$ cat config.mk
export PLATFORM = sky130hd
export DESIGN_NAME = dual_tick_timer
export DESIGN_NICKNAME = d
export VERILOG_FILES = /design/src/rtl/dtt_pkg.sv /design/src/rtl/dtt_datapath.sv /design/src/rtl/dtt_ctrl.sv /design/src/rtl/dual_tick_timer.sv
export SDC_FILE = /design/constraint.sdc
export NUM_CORES = 1
export LEC_CHECK = 0
export BUFFER_PORTS_ARGS = -buffer_cell sky130_fd_sc_hd__buf_4
export CELL_PAD_IN_SITES_DETAIL_PLACEMENT = 1
export CELL_PAD_IN_SITES_GLOBAL_PLACEMENT = 1
export CORE_ASPECT_RATIO = 0.8
export CORE_MARGIN = 5
export CORE_UTILIZATION = 40
export DETAILED_ROUTE_END_ITERATION = 16
export PLACE_DENSITY = 0.88
export REMOVE_ABC_BUFFERS = 1
export SKIP_CTS_REPAIR_TIMING = 1
export SYNTH_ARGS = -nofsm -noshare
export SYNTH_HDL_FRONTEND = slang
export SYNTH_SLANG_ARGS = --single-unit
$ cat constraint.sdc
create_clock -name clk -period 2.5 [get_ports clk]
set_input_delay 0.375 -clock clk [delete_from_list [all_inputs] [get_ports clk]]
set_output_delay 0.375 -clock clk [all_outputs]
set_load 0.05 [all_outputs]
$ cat src/rtl/dtt_pkg.sv
package dtt_pkg;
  localparam int NUM_TMR = 2;
  localparam int ADDR_W  = 7;
  localparam int BUS_W   = 32;
  localparam int CTRL_W  = 5;

  typedef enum logic [1:0] {
    CMD_LOAD = 2'd0,
    CMD_HOLD = 2'd1,
    CMD_RUN  = 2'd2,
    CMD_BAD  = 2'd3
  } cmd_e;

  // offsets within one timer's window
  localparam logic [ADDR_W-1:0] OFF_DIV    = 7'h00;
  localparam logic [ADDR_W-1:0] OFF_CNT    = 7'h04;
  localparam logic [ADDR_W-1:0] OFF_CTL    = 7'h08;
  localparam int                TMR_STRIDE = 16;
  // shared registers
  localparam logic [ADDR_W-1:0] OFF_TIME   = 7'h38;
  localparam logic [ADDR_W-1:0] OFF_MASK   = 7'h48;
  localparam logic [ADDR_W-1:0] OFF_ACK    = 7'h4C;
  localparam logic [ADDR_W-1:0] OFF_RAW    = 7'h50;
  localparam logic [ADDR_W-1:0] OFF_MSKD   = 7'h54;

  typedef struct packed {
    logic [NUM_TMR-1:0] load;
    logic [NUM_TMR-1:0] step;
  } tmr_strobe_t;
endpackage

$ cat src/rtl/dtt_datapath.sv
module dtt_datapath
  import dtt_pkg::*;
#(
  parameter int CNT_W  = 32,
  parameter int TIME_W = 32
) (
  input  logic                            clk,
  input  logic                            rstN,
  input  tmr_strobe_t                     strobe,
  input  logic [NUM_TMR-1:0][CNT_W-1:0]   divVal,
  input  logic                            timeTick,
  output logic [NUM_TMR-1:0][CNT_W-1:0]   cntVal,
  output logic [NUM_TMR-1:0]              expiry,
  output logic [TIME_W-1:0]               timeVal
);

  for (genvar i = 0; i < NUM_TMR; i++) begin : gTmr
    logic lastTick;
    assign lastTick  = cntVal[i] <= CNT_W'(1);
    assign expiry[i] = strobe.step[i] && !strobe.load[i] && lastTick;

    always_ff @(posedge clk) begin
      if (!rstN) begin
        cntVal[i] <= '0;
      end else if (strobe.load[i]) begin
        cntVal[i] <= divVal[i];
      end else if (strobe.step[i]) begin
        cntVal[i] <= lastTick ? divVal[i] : cntVal[i] - CNT_W'(1);
      end
    end


    hold_stable_chk: assert property (@(posedge clk) disable iff (!rstN)
      (!strobe.load[i] && !strobe.step[i]) |=> cntVal[i] == $past(cntVal[i]));


    reload_value_chk: assert property (@(posedge clk) disable iff (!rstN)
      expiry[i] |=> cntVal[i] == $past(divVal[i]));
  end

  always_ff @(posedge clk) begin
    if (!rstN) timeVal <= '0;
    else if (timeTick) timeVal <= timeVal + TIME_W'(1);
  end


  time_step_chk: assert property (@(posedge clk) disable iff (!rstN)
    timeTick |=> timeVal == $past(timeVal) + TIME_W'(1));

endmodule

$ cat src/rtl/dtt_ctrl.sv
module dtt_ctrl
  import dtt_pkg::*;
#(
  parameter int CNT_W  = 32,
  parameter int TIME_W = 32
) (
  input  logic                            clk,
  input  logic                            rstN,
  input  logic [ADDR_W-1:0]               busAddr,
  input  logic                            busWrEn,
  input  logic [BUS_W-1:0]                busWrData,
  input  logic [3:0]                      tickSrc,
  input  logic [NUM_TMR-1:0]              expiry,
  input  logic [NUM_TMR-1:0][CNT_W-1:0]   cntVal,
  input  logic [TIME_W-1:0]               timeVal,
  output tmr_strobe_t                     strobe,
  output logic [NUM_TMR-1:0][CNT_W-1:0]   divVal,
  output logic [BUS_W-1:0]                busRdData,
  output logic                            irqOut
);

  logic [NUM_TMR-1:0][CTRL_W-1:0] ctrlReg;
  logic [NUM_TMR-1:0]             rawIrq;
  logic [NUM_TMR-1:0]             maskReg;
  logic [NUM_TMR-1:0]             loadVec;
  logic [NUM_TMR-1:0]             stepVec;
  logic                           wrAck;
  logic                           wrMask;
  logic                           cmdOk;

  assign wrAck  = busWrEn && (busAddr == OFF_ACK);
  assign wrMask = busWrEn && (busAddr == OFF_MASK);
  assign cmdOk  = busWrData[1:0] != CMD_BAD;

  for (genvar i = 0; i < NUM_TMR; i++) begin : gTmr
    localparam logic [ADDR_W-1:0] BASE = ADDR_W'(i * TMR_STRIDE);
    logic       wrDiv;
    logic       wrCtl;
    logic [2:0] srcSel;
    logic       tickHit;

    assign wrDiv   = busWrEn && (busAddr == BASE + OFF_DIV);
    assign wrCtl   = busWrEn && (busAddr == BASE + OFF_CTL);
    assign srcSel  = ctrlReg[i][4:2];
    assign tickHit = srcSel[2] && tickSrc[srcSel[1:0]];

    assign loadVec[i] = wrCtl && cmdOk && (busWrData[1:0] == CMD_LOAD);
    assign stepVec[i] = (ctrlReg[i][1:0] == CMD_RUN) && tickHit;

    always_ff @(posedge clk) begin
      if (!rstN) begin
        divVal[i]  <= '0;
        ctrlReg[i] <= '0;
        rawIrq[i]  <= 1'b0;
      end else begin
        if (wrDiv) divVal[i] <= busWrData[CNT_W-1:0];
        if (wrCtl && cmdOk) ctrlReg[i] <= busWrData[CTRL_W-1:0];
        rawIrq[i] <= expiry[i] || (rawIrq[i] && !(wrAck && busWrData[i]));
      end
    end


    expiry_sets_chk: assert property (@(posedge clk) disable iff (!rstN)
      expiry[i] |=> rawIrq[i]);


    bad_cmd_chk: assert property (@(posedge clk) disable iff (!rstN)
      (wrCtl && busWrData[1:0] == CMD_BAD) |=> ctrlReg[i] == $past(ctrlReg[i]));
  end

  assign strobe = '{load: loadVec, step: stepVec};

  always_ff @(posedge clk) begin
    if (!rstN) maskReg <= '0;
    else if (wrMask) maskReg <= busWrData[NUM_TMR-1:0];
  end

  assign irqOut = |(rawIrq & maskReg);

  always_comb begin
    busRdData = '0;
    for (int i = 0; i < NUM_TMR; i++) begin
      if (busAddr == ADDR_W'(i * TMR_STRIDE) + OFF_DIV) busRdData = BUS_W'(divVal[i]);
      if (busAddr == ADDR_W'(i * TMR_STRIDE) + OFF_CNT) busRdData = BUS_W'(cntVal[i]);
      if (busAddr == ADDR_W'(i * TMR_STRIDE) + OFF_CTL) busRdData = BUS_W'(ctrlReg[i]);
    end
    case (busAddr)
      OFF_TIME: busRdData = BUS_W'(timeVal);
      OFF_MASK: busRdData = BUS_W'(maskReg);
      OFF_RAW:  busRdData = BUS_W'(rawIrq);
      OFF_MSKD: busRdData = BUS_W'(rawIrq & maskReg);
      default:  ;
    endcase
  end


  ack_clears_chk: assert property (@(posedge clk) disable iff (!rstN)
    (wrAck && (&busWrData[NUM_TMR-1:0]) && expiry == '0) |=> rawIrq == '0);


  irq_needs_mask_chk: assert property (@(posedge clk) disable iff (!rstN)
    (wrMask && busWrData[NUM_TMR-1:0] == '0) |=> !irqOut);

endmodule

$ cat src/rtl/dual_tick_timer.sv
module dual_tick_timer
  import dtt_pkg::*;
#(
  parameter int CNT_W  = 32,
  parameter int TIME_W = 32
) (
  input  logic              clk,
  input  logic              rstN,
  input  logic [3:0]        tickSrc,
  input  logic              timeTick,
  input  logic [ADDR_W-1:0] busAddr,
  input  logic              busWrEn,
  input  logic [BUS_W-1:0]  busWrData,
  output logic [BUS_W-1:0]  busRdData,
  output logic              irqOut
);

  tmr_strobe_t                     strobe;
  logic [NUM_TMR-1:0][CNT_W-1:0]   divVal;
  logic [NUM_TMR-1:0][CNT_W-1:0]   cntVal;
  logic [NUM_TMR-1:0]              expiry;
  logic [TIME_W-1:0]               timeVal;

  dtt_ctrl #(.CNT_W(CNT_W), .TIME_W(TIME_W)) uCtrl (
    .clk       (clk),
    .rstN      (rstN),
    .busAddr   (busAddr),
    .busWrEn   (busWrEn),
    .busWrData (busWrData),
    .tickSrc   (tickSrc),
    .expiry    (expiry),
    .cntVal    (cntVal),
    .timeVal   (timeVal),
    .strobe    (strobe),
    .divVal    (divVal),
    .busRdData (busRdData),
    .irqOut    (irqOut)
  );

  dtt_datapath #(.CNT_W(CNT_W), .TIME_W(TIME_W)) uPath (
    .clk      (clk),
    .rstN     (rstN),
    .strobe   (strobe),
    .divVal   (divVal),
    .timeTick (timeTick),
    .cntVal   (cntVal),
    .expiry   (expiry),
    .timeVal  (timeVal)
  );

endmodule

==> flow_metrics.env <==
export IMPL_status="finished with violations"
export IMPL_violations="setup timing"
export IMPL_rows=50
export IMPL_worstPathArrival_ns=2.16
export IMPL_worst_slew_pin_slew_ns=0.615
export IMPL_wl_per_cell_um=25.6
export IMPL_dp_slack_ns=-0.137
export IMPL_overflow=0
export IMPL_antenna_found_initial=0
export IMPL_hpwl_um=30600
export IMPL_p_leak_nw=4.54
export IMPL_grt_usage=0.313
export IMPL_pwr_density_cell_mw_per_mm2=493
export IMPL_clock_sinks=174
export IMPL_cts_path_max_buffers=2
export IMPL_synthMuxAreaShare=0.0112
export IMPL_viasPerCell=6.61
export IMPL_clk_root_buffer_cell="clkbuf_16"
export IMPL_synth_edf_count=0
export IMPL_setup_viol=2
export IMPL_min_from="busWrData[14]"
export IMPL_synth_simple_area_share=0.302
export IMPL_finalClockSkew_ns=0.0149
export IMPL_synth_warnings=0
export IMPL_cp_start_kind="input port"
export IMPL_synth_cells=1215
export IMPL_yosysSeqAreaShare=0.370
export IMPL_finalPower_mw=5.85
export IMPL_ios=80
export IMPL_intPower_mw=4.33
export IMPL_multi_input_area_sq_mm=0.00560
export IMPL_chipWidth_um=182
export IMPL_seqCellArea_sq_mm=0.00348
export IMPL_ys_ff_latch=174
export IMPL_synth_top_family_by_area="simple AND/OR/NAND/NOR gates"
export IMPL_p_sw_mw=1.51
export IMPL_layout_worst_path_cycle_share=1.01
export IMPL_finalNonFillerCells=1687
export IMPL_start_util=0.405
export IMPL_synthArstFlopShare=0
export IMPL_dr_pass1_iters=6
export IMPL_cts_htree_levels=4
export IMPL_clk_pin_slew_ns=0.08
export IMPL_cp_max_fo=4
export IMPL_fin_crit_ns=2.53
export IMPL_rsz0062_at_grt="true"
export IMPL_place_congestion=0.983
export IMPL_ir_drop_mv=0.382
export IMPL_clk_latency_ns=0.45
export IMPL_hold_viol=0
export IMPL_slew_violations=0
export IMPL_cap_violations=0
export IMPL_critPathLaunch="busAddr[1]"
export IMPL_drt_iter0_drc=1389
export IMPL_power_clock_fraction=0.479
export IMPL_path_class="input port to primary output"
export IMPL_synth_xor_area_share=0.0232
export IMPL_ys_flop_type="dfxtp_1"
export IMPL_portBuffers=79
export IMPL_cts_tree="built"
export IMPL_max_freq_mhz=395
export IMPL_vias=11100
export IMPL_grt_pass1_wl_um=66100
export IMPL_drtAntennaViolNets=0
export IMPL_hold_path_class="input port to flop"
export IMPL_setup_ws_ns=-0.0315
export IMPL_yosys_area_share_adder=0.00664
export IMPL_grt_start_max_net_pins=56
export IMPL_area_growth_pct=25.8
export IMPL_routed_wl_um=43200
export IMPL_fillCellCount=2865
export IMPL_drive_gt1_frac=0.209
export IMPL_fp_coreArea_sq_mm=0.0233
export IMPL_placed_cells=1651
export IMPL_max_slew_margin=0.590
export IMPL_avgSynthCellArea_sq_um=7.76
export IMPL_p_seq_frac=0.476
export IMPL_swShare=0.259
export IMPL_synth_compound_area_frac=0.242
export IMPL_dieHeight_um=147
export IMPL_pwr_share_comb=0.044
export IMPL_nets=1413
export IMPL_syn_area_sq_mm=0.00943
export IMPL_rr_startpoint="uPath.cntVal[19]$_SDFFE_PN0P_"
export IMPL_required_ns=2.12
export IMPL_synth_distinct_cells=76
export IMPL_die_area_sq_mm=0.0268
export IMPL_endpoint_kind="primary output"
export IMPL_grt_pass1_vias=11300
export IMPL_drcViolationCount=0
export IMPL_cts_buffers=17
==> synthesized netlist by cell type, types with 7 or more instances <==
| cell | n | area (sq um) |
|---|---|---|
| inv_1 | 11 | 41.3 |
| clkbuf_1 | 65 | 244 |
| nor4_1 | 22 | 138 |
| a21o_1 | 8 | 60.1 |
| a222oi_1 | 29 | 290 |
| and2_1 | 10 | 62.6 |
| nor3_1 | 32 | 160 |
| a21oi_1 | 108 | 541 |
| o311ai_0 | 8 | 70.1 |
| nand4_1 | 31 | 194 |
| o21ai_0 | 33 | 165 |
| a32oi_1 | 13 | 114 |
| or4_1 | 18 | 135 |
| o31ai_1 | 10 | 75.1 |
| nand2_1 | 244 | 916 |
| a22oi_1 | 39 | 293 |
| xor2_1 | 17 | 149 |
| a31oi_1 | 21 | 131 |
| xnor2_1 | 8 | 70.1 |
| a211o_1 | 7 | 61.3 |
| or3_1 | 14 | 87.6 |
| nand3_1 | 50 | 250 |
| nor2_1 | 92 | 345 |
| and3_1 | 12 | 75.1 |
| o211ai_1 | 7 | 52.6 |
| dfxtp_1 | 174 | 3480 |
==> metal layers <==
metal	up-vias	wire length, um	track usage
met2	741	19200	0.484
li1	4851	-	-
met5	-	0	0
met1	5406	17300	0.421
met4	0	1800	0.133
met3	151	4940	0.0700
==> worst paths after layout <==
check | cells after the start | slack (ns) | end
min | 3 | 0.17 | uCtrl.divVal[14]$_SDFFE_PN0P_
max reg2reg | 7 | 0.03 | uPath.cntVal[16]$_SDFFE_PN0P_
max | 8 | -0.03 | busRdData[5]
min reg2reg | 2 | 0.48 | uCtrl.divVal[45]$_SDFFE_PN0P_
==> power groups by stage <==
stage | combinational [mW] | clock (mW) | sequential, mW
after floorplan | 0.0793 | 0 | 2.84
after CTS | 0.247 | 2.81 | 2.78
final | 0.260 | 2.80 | 2.78
after detailed placement | 0.244 | 0 | 2.85
after global placement | 0.240 | 0 | 2.85
after global routing | 0.271 | 2.93 | 2.78
==> cell families (layout without fill, tap and decap cells) <==
family | count (synthesis) | in the layout
and+or+nand+nor | 579 | 579
AOI/OAI and AO/OA | 330 | 330
DFF | 174 | 174
adders and majority gates | 5 | 5
buffers and inverters | 94 | 253
xor gates and xnor gates | 25 | 25
other | 0 | 1
muxes | 8 | 8
==> layout make-up <==
| cell class | instances | area share |
|---|---|---|
| clock buffer | 18 | 0.0370 |
| clock inverter | 14 | 0.0144 |
| timing repair buffer | 209 | 0.145 |
| tap | 312 | 0.0329 |
| inverter | 12 | 0.00401 |
| antenna | 1 | 0.000211 |
| sequential | 174 | 0.294 |
| multi-input combinational | 947 | 0.472 |
==> cell usage in the layout, fill, tap and decap left out, drive strengths merged, types with 13 or more instances in the layout <==
cell / count
a21oi: 108
a222oi: 29
a22oi: 39
a31oi: 21
a32oi: 13
buf: 208
clkbuf: 19
dfxtp: 174
inv: 19
nand2: 244
nand3: 53
nand4: 31
nor2: 94
nor3: 38
nor4: 26
o21ai: 37
or3: 14
or4: 20
xor2: 17
==> registers in the layout, indices dropped and copies added (netlist names) <==
signal,cells
uCtrl.maskReg,2
uCtrl.ctrlReg,10
uPath.cntVal,64
uCtrl.divVal,64
uPath.timeVal,32
uCtrl.rawIrq,2
==> metrics by stage <==
stage                     utilization  hold slack, ns  cell area, sq um  TNS [ns]
after floorplan                     -           0.444              9050    -51.24
after global placement          0.477           0.466             11100   -0.0790
after detailed placement        0.477           0.468             11100     -2.69
after CTS                       0.504           0.159             11700     -3.48
after global routing            0.509           0.175             11900    -0.271
final                           0.509           0.166             11900   -0.0355
==> critical path: stages <==
cell and delay (ns):
buf_4 0.12, or4b_4 0.55, nor3b_2 0.24, and2_4 0.25, buf_4 0.17, a222oi_1 0.08, nand2_1 0.15, buf_4 0.22
No activity file was read; power rests on OpenSTA's default activity.
